`src/rtl/win_wdog_pkg.sv`:
```
`timescale 1ns/1ps
package win_wdog_pkg;
  localparam int CNT_W  = 7;
  localparam int PSC_W  = 2;
  localparam int ADDR_W = 2;
  localparam logic [CNT_W-1:0] CNT_FLOOR = 7'h40;
  localparam logic [CNT_W-1:0] CNT_DEF   = 7'h7F;

  typedef enum logic [ADDR_W-1:0] {
    A_CTRL = 2'd0,
    A_CNT  = 2'd1,
    A_CFG  = 2'd2,
    A_STAT = 2'd3
  } reg_addr_e;
endpackage

```
`src/rtl/win_wdog_tick.sv`:
```
`timescale 1ns/1ps
module win_wdog_tick
  import win_wdog_pkg::*;
#(
  parameter int FIX_DIV = 4096
) (
  input  logic             clk_i,
  input  logic             rst_ni,
  input  logic             run_i,
  input  logic             restart_i,
  input  logic [PSC_W-1:0] psc_i,
  output logic             tick_o
);
  localparam int DIV_W = (FIX_DIV > 1) ? $clog2(FIX_DIV) : 1;
  localparam int PRE_W = (1 << PSC_W) - 1;

  logic [DIV_W-1:0] div_q;
  logic [PRE_W-1:0] pre_q, pre_mask;
  logic             div_last;

  assign div_last = (div_q == DIV_W'(FIX_DIV - 1));
  assign pre_mask = PRE_W'((1 << psc_i) - 1);
  assign tick_o   = run_i && div_last && ((pre_q & pre_mask) == pre_mask);

  always_ff @(posedge clk_i or negedge rst_ni) begin
    if (!rst_ni) begin
      div_q <= '0;
      pre_q <= '0;
    end else if (!run_i || restart_i) begin
      div_q <= '0;
      pre_q <= '0;
    end else begin
      div_q <= div_last ? '0 : div_q + 1'b1;
      if (div_last) pre_q <= pre_q + 1'b1;
    end
  end

  generate
    if (FIX_DIV > 1) begin : g_gap
      assert_tick_gap_R2: assert property (@(posedge clk_i) disable iff (!rst_ni)
        tick_o |=> !tick_o)
        else $error("tick on consecutive cycles");
    end
  endgenerate
endmodule

```
`src/rtl/win_wdog_core.sv`:
```
`timescale 1ns/1ps
module win_wdog_core
  import win_wdog_pkg::*;
(
  input  logic             clk_i,
  input  logic             rst_ni,
  input  logic             tick_i,
  input  logic             cnt_we_i,
  input  logic             start_we_i,
  input  logic [CNT_W-1:0] wdata_i,
  input  logic [CNT_W-1:0] window_i,
  output logic             en_o,
  output logic [CNT_W-1:0] cnt_o,
  output logic             bite_o,
  output logic             restart_o,
  output logic             hit_floor_o
);
  logic             en_q;
  logic [CNT_W-1:0] cnt_q;
  logic             too_early, too_low, expire, bad_start;

  assign too_early = cnt_we_i && en_q && (cnt_q > window_i);
  assign too_low   = cnt_we_i && en_q && !wdata_i[CNT_W-1];
  assign expire    = en_q && tick_i && !cnt_we_i && (cnt_q == CNT_FLOOR);
  assign bad_start = start_we_i && !en_q && !cnt_q[CNT_W-1];
  assign bite_o    = too_early || too_low || expire || bad_start;

  assign restart_o   = cnt_we_i;
  assign hit_floor_o = en_q && tick_i && !cnt_we_i && (cnt_q == CNT_FLOOR + 7'd1);
  assign en_o        = en_q;
  assign cnt_o       = cnt_q;

  always_ff @(posedge clk_i or negedge rst_ni) begin
    if (!rst_ni) begin
      en_q  <= 1'b0;
      cnt_q <= CNT_DEF;
    end else if (bite_o) begin
      en_q  <= 1'b0;
      cnt_q <= CNT_DEF;
    end else begin
      if (start_we_i) en_q <= 1'b1;
      if (cnt_we_i)            cnt_q <= wdata_i;
      else if (en_q && tick_i) cnt_q <= cnt_q - 7'd1;
    end
  end

  assert_sticky_en_R6: assert property (@(posedge clk_i) disable iff (!rst_ni)
    (en_q && !bite_o) |=> en_q)
    else $error("enable dropped without a bite");

  assert_floor_R3: assert property (@(posedge clk_i) disable iff (!rst_ni)
    en_q |-> cnt_q[CNT_W-1])
    else $error("running counter below floor");

  assert_step_R2: assert property (@(posedge clk_i) disable iff (!rst_ni)
    (en_q && tick_i && !cnt_we_i && !bite_o) |=> (cnt_q == $past(cnt_q) - 7'd1))
    else $error("counter did not step by one");

  assert_hold_R2: assert property (@(posedge clk_i) disable iff (!rst_ni)
    (!en_q && !cnt_we_i && !bite_o) |=> $stable(cnt_q))
    else $error("stopped counter moved");
endmodule

```
`src/rtl/win_wdog_irq.sv`:
```
`timescale 1ns/1ps
module win_wdog_irq
  import win_wdog_pkg::*;
(
  input  logic             clk_i,
  input  logic             rst_ni,
  input  logic             hit_i,
  input  logic             clr_i,
  input  logic             ie_i,
  input  logic             bite_i,
  input  logic [CNT_W-1:0] cnt_i,
  output logic             flag_o,
  output logic             irq_o
);
  logic flag_q;

  always_ff @(posedge clk_i or negedge rst_ni) begin
    if (!rst_ni)     flag_q <= 1'b0;
    else if (bite_i) flag_q <= 1'b0;
    else if (hit_i)  flag_q <= 1'b1;  // set beats clear
    else if (clr_i)  flag_q <= 1'b0;
  end

  assign flag_o = flag_q;
  assign irq_o  = flag_q && ie_i;

  assert_flag_origin_R7: assert property (@(posedge clk_i) disable iff (!rst_ni)
    $rose(flag_q) |-> (cnt_i == CNT_FLOOR))
    else $error("flag set away from floor");
endmodule

```
`src/rtl/win_wdog_top.sv`:
```
`timescale 1ns/1ps
module win_wdog_top
  import win_wdog_pkg::*;
#(
  parameter int FIX_DIV = 4096,
  parameter int DATA_W  = 16
) (
  input  logic              clk_i,
  input  logic              rst_ni,
  input  logic              reg_we_i,
  input  logic [1:0]        reg_addr_i,
  input  logic [DATA_W-1:0] reg_wdata_i,
  output logic [DATA_W-1:0] reg_rdata_o,
  output logic              sys_rst_o,
  output logic              irq_o
);
  localparam int PSC_LSB = CNT_W;
  localparam int IE_BIT  = CNT_W + PSC_W;

  logic             we_ctrl, we_cnt, we_cfg, we_stat;
  logic [CNT_W-1:0] window_q, cnt;
  logic [PSC_W-1:0] psc_q;
  logic             ie_q, en, bite, restart, tick, hit, flag, rst_q;
  logic             unused_wdata;

  assign unused_wdata = ^reg_wdata_i[DATA_W-1:IE_BIT+1];

  assign we_ctrl = reg_we_i && (reg_addr_e'(reg_addr_i) == A_CTRL);
  assign we_cnt  = reg_we_i && (reg_addr_e'(reg_addr_i) == A_CNT);
  assign we_cfg  = reg_we_i && (reg_addr_e'(reg_addr_i) == A_CFG);
  assign we_stat = reg_we_i && (reg_addr_e'(reg_addr_i) == A_STAT);

  always_ff @(posedge clk_i or negedge rst_ni) begin
    if (!rst_ni) begin
      window_q <= CNT_DEF;
      psc_q    <= '0;
      ie_q     <= 1'b0;
      rst_q    <= 1'b0;
    end else begin
      rst_q <= bite;
      if (bite) begin
        window_q <= CNT_DEF;
        psc_q    <= '0;
        ie_q     <= 1'b0;
      end else if (we_cfg) begin
        window_q <= reg_wdata_i[CNT_W-1:0];
        psc_q    <= reg_wdata_i[PSC_LSB +: PSC_W];
        ie_q     <= reg_wdata_i[IE_BIT];
      end
    end
  end

  win_wdog_tick #(.FIX_DIV(FIX_DIV)) u_tick (
    .clk_i     (clk_i),
    .rst_ni    (rst_ni),
    .run_i     (en),
    .restart_i (restart),
    .psc_i     (psc_q),
    .tick_o    (tick)
  );

  win_wdog_core u_core (
    .clk_i       (clk_i),
    .rst_ni      (rst_ni),
    .tick_i      (tick),
    .cnt_we_i    (we_cnt),
    .start_we_i  (we_ctrl && reg_wdata_i[0]),
    .wdata_i     (reg_wdata_i[CNT_W-1:0]),
    .window_i    (window_q),
    .en_o        (en),
    .cnt_o       (cnt),
    .bite_o      (bite),
    .restart_o   (restart),
    .hit_floor_o (hit)
  );

  win_wdog_irq u_irq (
    .clk_i  (clk_i),
    .rst_ni (rst_ni),
    .hit_i  (hit),
    .clr_i  (we_stat && reg_wdata_i[0]),
    .ie_i   (ie_q),
    .bite_i (bite),
    .cnt_i  (cnt),
    .flag_o (flag),
    .irq_o  (irq_o)
  );

  always_comb begin
    reg_rdata_o = '0;
    case (reg_addr_e'(reg_addr_i))
      A_CTRL: reg_rdata_o[0]         = en;
      A_CNT:  reg_rdata_o[CNT_W-1:0] = cnt;
      A_CFG: begin
        reg_rdata_o[CNT_W-1:0]        = window_q;
        reg_rdata_o[PSC_LSB +: PSC_W] = psc_q;
        reg_rdata_o[IE_BIT]           = ie_q;
      end
      default: reg_rdata_o[0] = flag;
    endcase
  end

  assign sys_rst_o = rst_q;

  assert_pulse_R3: assert property (@(posedge clk_i) disable iff (!rst_ni)
    sys_rst_o |=> !sys_rst_o)
    else $error("reset pulse longer than one cycle");

  assert_defaults_R8: assert property (@(posedge clk_i) disable iff (!rst_ni)
    sys_rst_o |-> (!en && cnt == CNT_DEF && window_q == CNT_DEF && psc_q == '0 && !ie_q && !flag))
    else $error("state not restored with reset pulse");
endmodule

```
`config.mk`:
```
export PLATFORM = sky130hd
export DESIGN_NAME = win_wdog_top
export DESIGN_NICKNAME = d
export VERILOG_FILES = /design/src/rtl/win_wdog_pkg.sv /design/src/rtl/win_wdog_tick.sv /design/src/rtl/win_wdog_core.sv /design/src/rtl/win_wdog_irq.sv /design/src/rtl/win_wdog_top.sv
export SDC_FILE = /design/constraint.sdc
export NUM_CORES = 1
export LEC_CHECK = 0
export ABC_CLOCK_PERIOD_IN_PS = 2300
export BUFFER_PORTS_ARGS = -buffer_cell sky130_fd_sc_hd__buf_2
export CAP_MARGIN = 10
export CORE_ASPECT_RATIO = 0.5
export CORE_MARGIN = 2
export CORE_UTILIZATION = 56
export CTS_CLUSTER_DIAMETER = 200
export DETAILED_ROUTE_END_ITERATION = 10
export GPL_TIMING_DRIVEN = 0
export PLACE_DENSITY_LB_ADDON = 0.05
export SETUP_SLACK_MARGIN = 0.1
export SYNTH_ARGS = -nofsm -noshare
export SYNTH_HDL_FRONTEND = slang
export SYNTH_SLANG_ARGS = --single-unit
```
`constraint.sdc`:
```
create_clock -name clk_i -period 2.3 [get_ports clk_i]
set_input_delay 0.23 -clock clk_i [delete_from_list [all_inputs] [get_ports clk_i]]
set_output_delay 0.23 -clock clk_i [all_outputs]
set_load 0.05 [all_outputs]
```
=== After elaboration in Yosys (flattened, before gate mapping) ===
Cells that the tools add are included.

* $add $sub $neg: 4
* Magnitude comparators: 1
* Reductions and logical operators: 32
* Div/mod/pow operators: 0
* Bitwise logic cells: 1
* Shift operators: 1
* Muxes and demuxes: 21
* Equality and inequality tests: 7
* Multiply operators: 0

{| class="wikitable"
|+ Operator list
! kind !! number
|-
| two-way mux 7 bit || 5
|-
| two-way mux 12 bit || 2
|-
| logical AND 1 bit || 18
|-
| == test 7 bit (second input constant) || 2
|-
| adder 12 x 1 -> 12 bit (second input constant) || 1
|-
| == test 12 bit (second input constant) || 1
|-
| case mux 6 bit (2 select lines) || 1
|-
| two-way mux 3 bit || 3
|-
| greater-than comparator 7 bit || 1
|-
| two-way mux 1 bit || 7
|-
| subtractor 7 x 1 -> 7 bit (second input constant) || 1
|-
| nonzero test 2 bit || 3
|-
| nonzero test 3 bit || 2
|-
| == test 2 bit (second input constant) || 2
|-
| logical NOT 1 bit || 4
|-
| logical OR 1 bit || 4
|-
| two-way mux 2 bit || 2
|-
| adder 3 x 1 -> 3 bit (second input constant) || 1
|-
| bitwise AND 3 bit || 1
|-
| == test 3 bit || 1
|-
| case mux 1 bit (3 select lines) || 1
|-
| left shift 1 x 2 -> 3 bit (first input constant) || 1
|-
| subtractor 3 x 2 -> 3 bit (second input constant) || 1
|-
| == test 2 x 1 -> 1 bit (second input constant) || 1
|-
| logical NOT 2 bit || 1
|}

* Word-level logic and storage cells: 76
* Bits in read-only memories: 0
* Memories: 0
* Bits in latches: 0
* Register bits: 35
* Output and inout port bits: 18
* Bits in writable memories: 0

=== Longest topological paths before layout ===
Gate-level depths: netlist (run 1).

* Word-level depth: 11
* Depth in mapped cells: 9

=== By module ===
A second synthesis (run 1) with hierarchy kept.

* Cells, all modules: 246
* Area, all modules: 2436.1 um2

{| class="wikitable"
|+ By module, submodules not included
! module !! instances !! cells each !! area each (um2) !! sequential area each (um2)
|-
| win_wdog_tick || 1 || 87 || 890.9 || 375.4
|-
| win_wdog_top || 1 || 75 || 764.5 || 284.0
|-
| win_wdog_core || 1 || 79 || 730.7 || 209.0
|-
| win_wdog_irq || 1 || 5 || 50.0 || 25.0
|}

=== Worst setup path after synthesis (run 1) ===
No wires, ideal clock.

* Kind: reg2reg
* Start point: register window_q[2]
* End point: register ie_q
* Setup time: 78 ps
* Arrival: 1827 ps
* Stages on the path, launching flop included: 9
* Slack: 396 ps
* Cells stage by stage: dfstp_2 -> inv_1 -> ha_1 -> a21oi_1 -> a21oi_1 -> o31a_1 -> a211oi_2 -> buf_6 -> a21boi_1

* Longest elaborated chain between the ends: 6

{| class="wikitable"
|+ RTL lines
! what !! line !! text
|-
| start, declared || win_wdog_top.sv:21 || <nowiki>logic [CNT_W-1:0] window_q, cnt;</nowiki>
|-
| start signal, assigned || win_wdog_top.sv:46 || <nowiki>window_q <= reg_wdata_i[CNT_W-1:0];</nowiki>
|-
| greater-than comparator 7 bit (*) || win_wdog_core.sv:22 || <nowiki>assign too_early = cnt_we_i && en_q && (cnt_q > window_i);</nowiki>
|-
| logical AND 1 bit (*) || win_wdog_core.sv:22 ||
|-
| logical OR 1 bit (*) (3 in series) || win_wdog_core.sv:26 || <nowiki>assign bite_o = too_early || too_low || expire || bad_start;</nowiki>
|-
| two-way mux 1 bit or nonzero test 2 bit (tied branches) || -- ||
|-
| end signal, assigned || win_wdog_top.sv:48 || <nowiki>ie_q <= reg_wdata_i[IE_BIT];</nowiki>
|-
| end, declared || win_wdog_top.sv:23 || <nowiki>logic ie_q, en, bite, restart, tick, hit, flag, rst_q;</nowiki>
|}

Every way passes the cells marked *; elsewhere a longest branch is shown, timed or not.
A chain may end at the register's enable or synchronous reset.

=== Worst setup path after layout (run 1) ===
* Start point: register u_core.cnt_q[4] (netlist: u_core.cnt_o[4])
* End point: register u_core.cnt_q[1] (netlist: u_core.cnt_o[1])

* Longest elaborated chain between the ends: 6

{| class="wikitable"
|+ RTL lines
! what !! line !! text
|-
| start, declared || win_wdog_core.sv:19 || <nowiki>logic [CNT_W-1:0] cnt_q;</nowiki>
|-
| start signal, assigned || win_wdog_core.sv:42 || <nowiki>if (cnt_we_i) cnt_q <= wdata_i;</nowiki>
|-
| start signal, assigned || win_wdog_core.sv:43 || <nowiki>else if (en_q && tick_i) cnt_q <= cnt_q - 7'd1;</nowiki>
|-
| greater-than comparator 7 bit || win_wdog_core.sv:22 ||
|-
| logical AND 1 bit || win_wdog_core.sv:22 ||
|-
| logical OR 1 bit || win_wdog_core.sv:26 ||
|-
| logical OR 1 bit (*) (2 in series) || win_wdog_core.sv:26 ||
|-
| nonzero test 3 bit (no line) or two-way mux 7 bit (tied branches) || -- ||
|}

Marks and branches as above.

==> results of run 1 <==
-- cell usage in the layout, fill, tap and decap left out, drive strengths merged --
cell type / count
buf: 42
nand2: 30
nor2: 23
dfrtp: 21
inv: 16
ha: 16
dfstp: 14
clkbuf: 12
nand3: 11
and2: 8
nor2b: 7
nand4: 7
o211ai: 7
a22oi: 6
xor2: 6
nor3: 6
xnor2: 6
conb: 6
a21boi: 5
a21oi: 4
nand3b: 3
mux2i: 3
nor3b: 3
o21ai: 3
a211oi: 3
mux2: 3
and3: 2
and4: 2
o2111ai: 2
a21o: 1
nand2b: 1
nor4: 1
or3: 1
o31ai: 1
o211a: 1
o31a: 1
or2: 1
a222oi: 1
or4: 1
a31oi: 1
-- logic make-up (layout without fill, tap and decap cells) --
family                   after synthesis  count (layout)  share of synthesized area
multiplexers                           6               6                     0.0295
AND/OR/NAND/NOR                      107             107                      0.241
flip-flops                            35              35                      0.390
other                                  1               6                    0.00164
adder cells (fa/ha/maj)               16              16                     0.0874
XOR/XNOR                              12              12                     0.0459
buffers and inverters                 33              70                     0.0814
AO/OA/AOI/OAI                         36              36                      0.123
-- flip-flops by register name (all words and copies together) (netlist names) --
signal / cells
psc_q: 2
u_tick.div_q: 12
window_q: 7
u_tick.pre_q: 3
sys_rst_o: 1
u_core.cnt_o: 7
u_core.en_o: 1
ie_q: 1
u_irq.flag_o: 1
-- worst max path at each step --
stage	from	end	slack (ps)	cells after the start
2_1_floorplan	window_q[2]	ie_q	400	8
3_3_place_gp	u_core.cnt_o[2]	psc_q[1]	260	7
3_5_place_dp	u_core.cnt_o[2]	psc_q[0]	260	7
4_1_cts	u_core.cnt_o[2]	psc_q[0]	250	7
5_1_grt	window_q[4]	u_core.en_o	100	8
6_report	u_core.cnt_o[4]	u_core.cnt_o[1]	170	7
-- routing by layer --
metal	GRT usage	vias up	part of all wire
met2	0.349	56	0.44
met5	0	-	0
li1	-	916	-
met4	0.0217	0	0.0093
met3	0.0680	5	0.067
met1	0.336	889	0.48
-- final cells by class --
class,instances,area [um^2],share of cell area
Multi-Input combinational cell,183,1290,0.479
Sequential cell,35,893,0.331
Timing Repair Buffer,29,156,0.0580
Buffer,17,126,0.0469
Clock buffer,8,100,0.0371
Tap cell,54,67.6,0.0251
Inverter,16,60.1,0.0223
-- metrics by stage --
step	cells	worst slack [ps]	total power [uW]
2_1_floorplan	251	396	1580
3_3_place_gp	331	262	1770
3_5_place_dp	331	256	1810
4_1_cts	339	246	2300
5_1_grt	342	98.0	2590
6_report	342	168	2430
-- timing repair --
action                                  4_1_cts  5_1_grt
endpoints found under the setup margin        0        3
buffers inserted                              0        1
gates resized for setup                       0       15
-- power groups by stage --
stage	logic, uW	clock network (uW)	registers, uW
after floorplan	643	0	938
after global placement	800	0	970
after detailed placement	830	0	981
after CTS	835	494	970
after global routing	1060	538	1000
final	967	490	974
-- critical path, cell delays in order, from the launching register on --
cell,delay [ps]
dfstp_2,590
ha_4,230
a211oi_2,220
nor2_1,60
o31a_1,310
a211oi_4,340
buf_4,220
o211ai_2,80
==> metrics, run 1 <==
status=finished clean; DRT antenna net count=0; Ant. Diodes=0; H-Tree Depth=2; Site Rows=16; Sw Ratio=0.386; Avg Inst Size Synth=9.31 um^2; final slew viol count=0; RSZ-0062 raised after global routing=false; Worst Hold Class=primary input to asynchronous set/reset pin; Final Skew=7.56 ps; first-iteration detailed-routing DRC count=114; sequential power share=0.401; Final period util=0.927; DR vias=1866; fin crit period=2130 ps; largest net degree at the start of global routing=36; Distinct cells, synth=50; Die ar.=4650 um^2; Setup crit end kind=flop; Seq/Total Area, Yosys=0.390; share of cells above drive strength 1=0.288; area grow syn2layout=17.6%; Initial Util=0.587; Layout Nets=324; I/O Pins=39; Hold Fails Final Rpt=0; placed inst area=2510 um^2; Max Clock Freq=469 MHz; clock network fraction of total power=0.202; CTS tree=built; CP Class=flop to flop; number of remaining DRC errors=0; reg-to-reg endpoint=u_core.cnt_o[1]; P per Cell Area=902 nW/um^2; chip width=94.5 um; port bufs=26; Via-to-Cell Ratio=5.46; CP max FO=5; Least-Margin Pin Slew=795 ps; Area contributors post-synth=dfrtp_1, dfstp_2, ha_1; Setup TNS=0 ps; # hold bufs at CTS=0; Final Hold Slack=30.5 ps; Wirelength per Cell=15.2 um; final core utilization=0.690; RR Startpoint=u_core.cnt_o[4]; Post-synth EDFFs=0; ys flop type=dfrtp_1; most numerous cell in the Yosys netlist=nand2_1; die height=49.2 um; P_sw=939 uW; Final Setup Violations=0; core area=3900 um^2; leak pwr=0.00124 uW; WL final=5180 um; clock root buffer=clkbuf_8; max_cap viols=0; worst endpoint required time=2510 ps; Clock Path Buffers=2; Worst-Skew Late Latency=280 ps; clk slew on worst S/H paths=70 ps; clock sinks=35; Internal=1490 uW; gp weighted congestion=0.844; Global Route Usage Sum=0.229; # fillers=325; worst path arrival time=2340 ps; post-synth top area cell=dfrtp_1; worst reg-to-reg path cell count=7; synthesized flop and latch total=35; post-synth top area share=0.229; initial antenna violation count=0; GR Overflow Total=0; Slew HR=0.470; Synth warnings=0; synth cell count leaders=nand2_1, nor2_1, dfrtp_1, ha_1, inv_1; CP startpoint kind=flop; drt pass-1 iters=4; mapped cell area=2290 um^2; Cells after Synth=246; HPWL after DPL=3710 um; first-pass GRT wire length=8250 um; Comb power frac=0.398; FFs w/ async S/R, synth=1.00; Max VDD drop=0.383 mV; clock buffer count from CTS=5; reg-to-reg setup timing slack=170 ps; final std cell area, no fill=2700 um^2; vias in the first global route=1719
Power figures use the tool's default switching activity.
==> run 2, diff against run 1 <==
--- a/config.mk
+++ b/config.mk
@@ -7,3 +7,3 @@
 export LEC_CHECK = 0
-export ABC_CLOCK_PERIOD_IN_PS = 2300
+export ABC_CLOCK_PERIOD_IN_PS = 1740
 export BUFFER_PORTS_ARGS = -buffer_cell sky130_fd_sc_hd__buf_2
@@ -12,3 +12,3 @@
 export CORE_MARGIN = 2
-export CORE_UTILIZATION = 56
+export CORE_UTILIZATION = 51
 export CTS_CLUSTER_DIAMETER = 200
@@ -16,2 +16,3 @@
 export GPL_TIMING_DRIVEN = 0
+export MAX_ROUTING_LAYER = met4
 export PLACE_DENSITY_LB_ADDON = 0.05
==> constraint.sdc (replaced) <==
create_clock -name clk_i -period 1.74 [get_ports clk_i]
set_input_delay 0.348 -clock clk_i [delete_from_list [all_inputs] [get_ports clk_i]]
set_output_delay 0.348 -clock clk_i [all_outputs]
set_load 0.05 [all_outputs]
==> metrics, run 2 (same netlist as run 1, synthesis figures left out) <==
RSZ-0062 raised after global routing=true; worst endpoint required time=1940 ps (-570 ps); clk slew on worst S/H paths=70 ps (about the same); DRT antenna net count=0 (unchanged); setup ws final=-259 ps (-427 ps); non-filler cells, final=358 (+4.7%); Wirelength per Cell=15.5 um (+2.4%); number of remaining DRC errors=0 (unchanged); Hold Fails Final Rpt=0 (unchanged); initial antenna violation count=0 (unchanged); Clock Path Buffers=2 (unchanged); fin crit period=2000 ps (-133 ps); clock buffer count from CTS=5 (unchanged); WL final=5550 um (+7.2%); H-Tree Depth=2 (unchanged); die height=51.4 um (+4.4%); Die ar.=5080 um^2 (+9.2%); Setup crit end kind=flop; vias in the first global route=1941 (+13%); first-pass GRT wire length=9550 um (+16%); CTS tree=built; Max VDD drop=0.573 mV (+50%); Site Rows=17 (+1); gp weighted congestion=0.902 (+6.9%); first-iteration detailed-routing DRC count=97 (-15%); GR Overflow Total=0 (unchanged); leak pwr=0.00136 uW (+9.1%); commonest non-fill, non-tap cell in the layout=nand2_1; Final period util=1.15 (+0.222); max reg flops=12 (unchanged); Worst Hold Class=primary input to asynchronous set/reset pin; Layout Nets=337 (+4.0%); Worst-Skew Late Latency=280 ps (about the same); Global Route Usage Sum=0.254 (+0.0247); HPWL after DPL=3720 um (+0.39%); CP Class=flop to flop; I/O Pins=39 (unchanged); drt pass-1 iters=4 (unchanged); # fillers=323 (-0.62%); CP startpoint kind=flop; clock sinks=35 (unchanged); share of cells above drive strength 1=0.432 (+0.144); Placed Cells=334 (+0.91%); clock root buffer=clkbuf_8; DR vias=1961 (+5.1%); # hold bufs at CTS=0 (unchanged); final core utilization=0.707 (+0.0166); area grow syn2layout=34.6%; Ant. Diodes=0 (unchanged); status=finished with violations; Least-Margin Pin Slew=815 ps (+20.0 ps); Setup Slack @ Placement=-362 ps (-619 ps); Final Setup Violations=23 (+23); Setup TNS=-4790 ps (-4790 ps); CP max FO=5 (unchanged); largest net degree at the start of global routing=36 (unchanged); Slew HR=0.457 (-0.0133); chip width=98.8 um (+4.6%); worst path arrival time=2200 ps (-140 ps); final slew viol count=0 (unchanged); Initial Util=0.525 (-0.0615); Via-to-Cell Ratio=5.48 (+0.39%); failing checks=setup timing; max_cap viols=0 (unchanged); P per Cell Area=1150 nW/um^2 (+28%); core area=4360 um^2 (+12%); port bufs=26 (unchanged); commonest non-fill, non-tap cells in the layout=nand2_1, buf_4, nor2_1, dfrtp_1, buf_6; Max Clock Freq=500 MHz (+6.7%); most flop-heavy register=u_tick.div_q; Final Skew=1.79 ps (-5.77 ps)
[run 2: cell count changes in the layout (fill, tap and decap cells not counted), moves of 6 or more]
cell / change
nor2b_4: +6
buf_4: +13
buf_6: +12
buf_2: -15
inv_1: -8
nor2b_1: -7
inv_2: +7
ha_1: -7
[run 2: where the power goes]
part           total (uW)  internal, uW  switching, uW
Sequential           1280          1090            187
Clock                 570           284            285
Combinational        1710           815            897
[run 2: worst paths after layout]
kind	startpoint	slack, ps	depth (start not counted)	end
max	window_q[4]	-260	8	window_q[1]
min	rst_ni	140	1	u_tick.pre_q[1]
max reg2reg	window_q[4]	-260	8	window_q[1]
min reg2reg	window_q[0]	510	2	window_q[0]
max in group asynchronous	rst_ni	1070	1	u_tick.div_q[0]
min in group clk_i	reg_wdata_i[7]	300	3	psc_q[0]
[run 2: final cells by class]
| cell class | instances | area, um^2 | area share |
|---|---|---|---|
| inverter | 16 | 62.6 | 0.0203 |
| buffer | 15 | 134 | 0.0434 |
| sequential | 35 | 893 | 0.290 |
| timing repair buffer | 44 | 373 | 0.121 |
| multi-input combinational | 183 | 1470 | 0.476 |
| clock buffer | 8 | 80.1 | 0.0260 |
| tap | 57 | 71.3 | 0.0231 |
[run 2: per-layer routing]
layer | part of all wire | global-route usage | vias to the layer above
li1 | - | - | 949
met1 | 0.46 | 0.345 | 934
met2 | 0.45 | 0.393 | 68
met3 | 0.079 | 0.0465 | 10
met4 | 0.013 | 0.0753 | 0
met5 | 0 | - | -
[run 2: what timing repair did]
action / in CTS / in global routing
setup endpoints to repair: 40 / 40
cloned: 2 / 0
pin swaps: 6 / 4
resized for setup: 53 / 17
setup buffers: 15 / 1
hold endpoints to repair: 0 / 0
[run 2: critical path: stages (launching register included)]
cell      delay (ps)
dfstp_2          540
inv_2             50
ha_4             210
a211oi_2         180
nor2_1            80
o31a_1           280
a211oi_4         260
buf_4            210
o211ai_1         100
[run 2: metrics by stage]
step	hold WS [ps]	power (uW)	cell area (um^2)
after floorplan	52.4	2250	2430
after global placement	472	2520	2630
after detailed placement	484	2560	2630
after CTS	169	3490	3030
after global routing	208	3810	3080
final	145	3560	3080
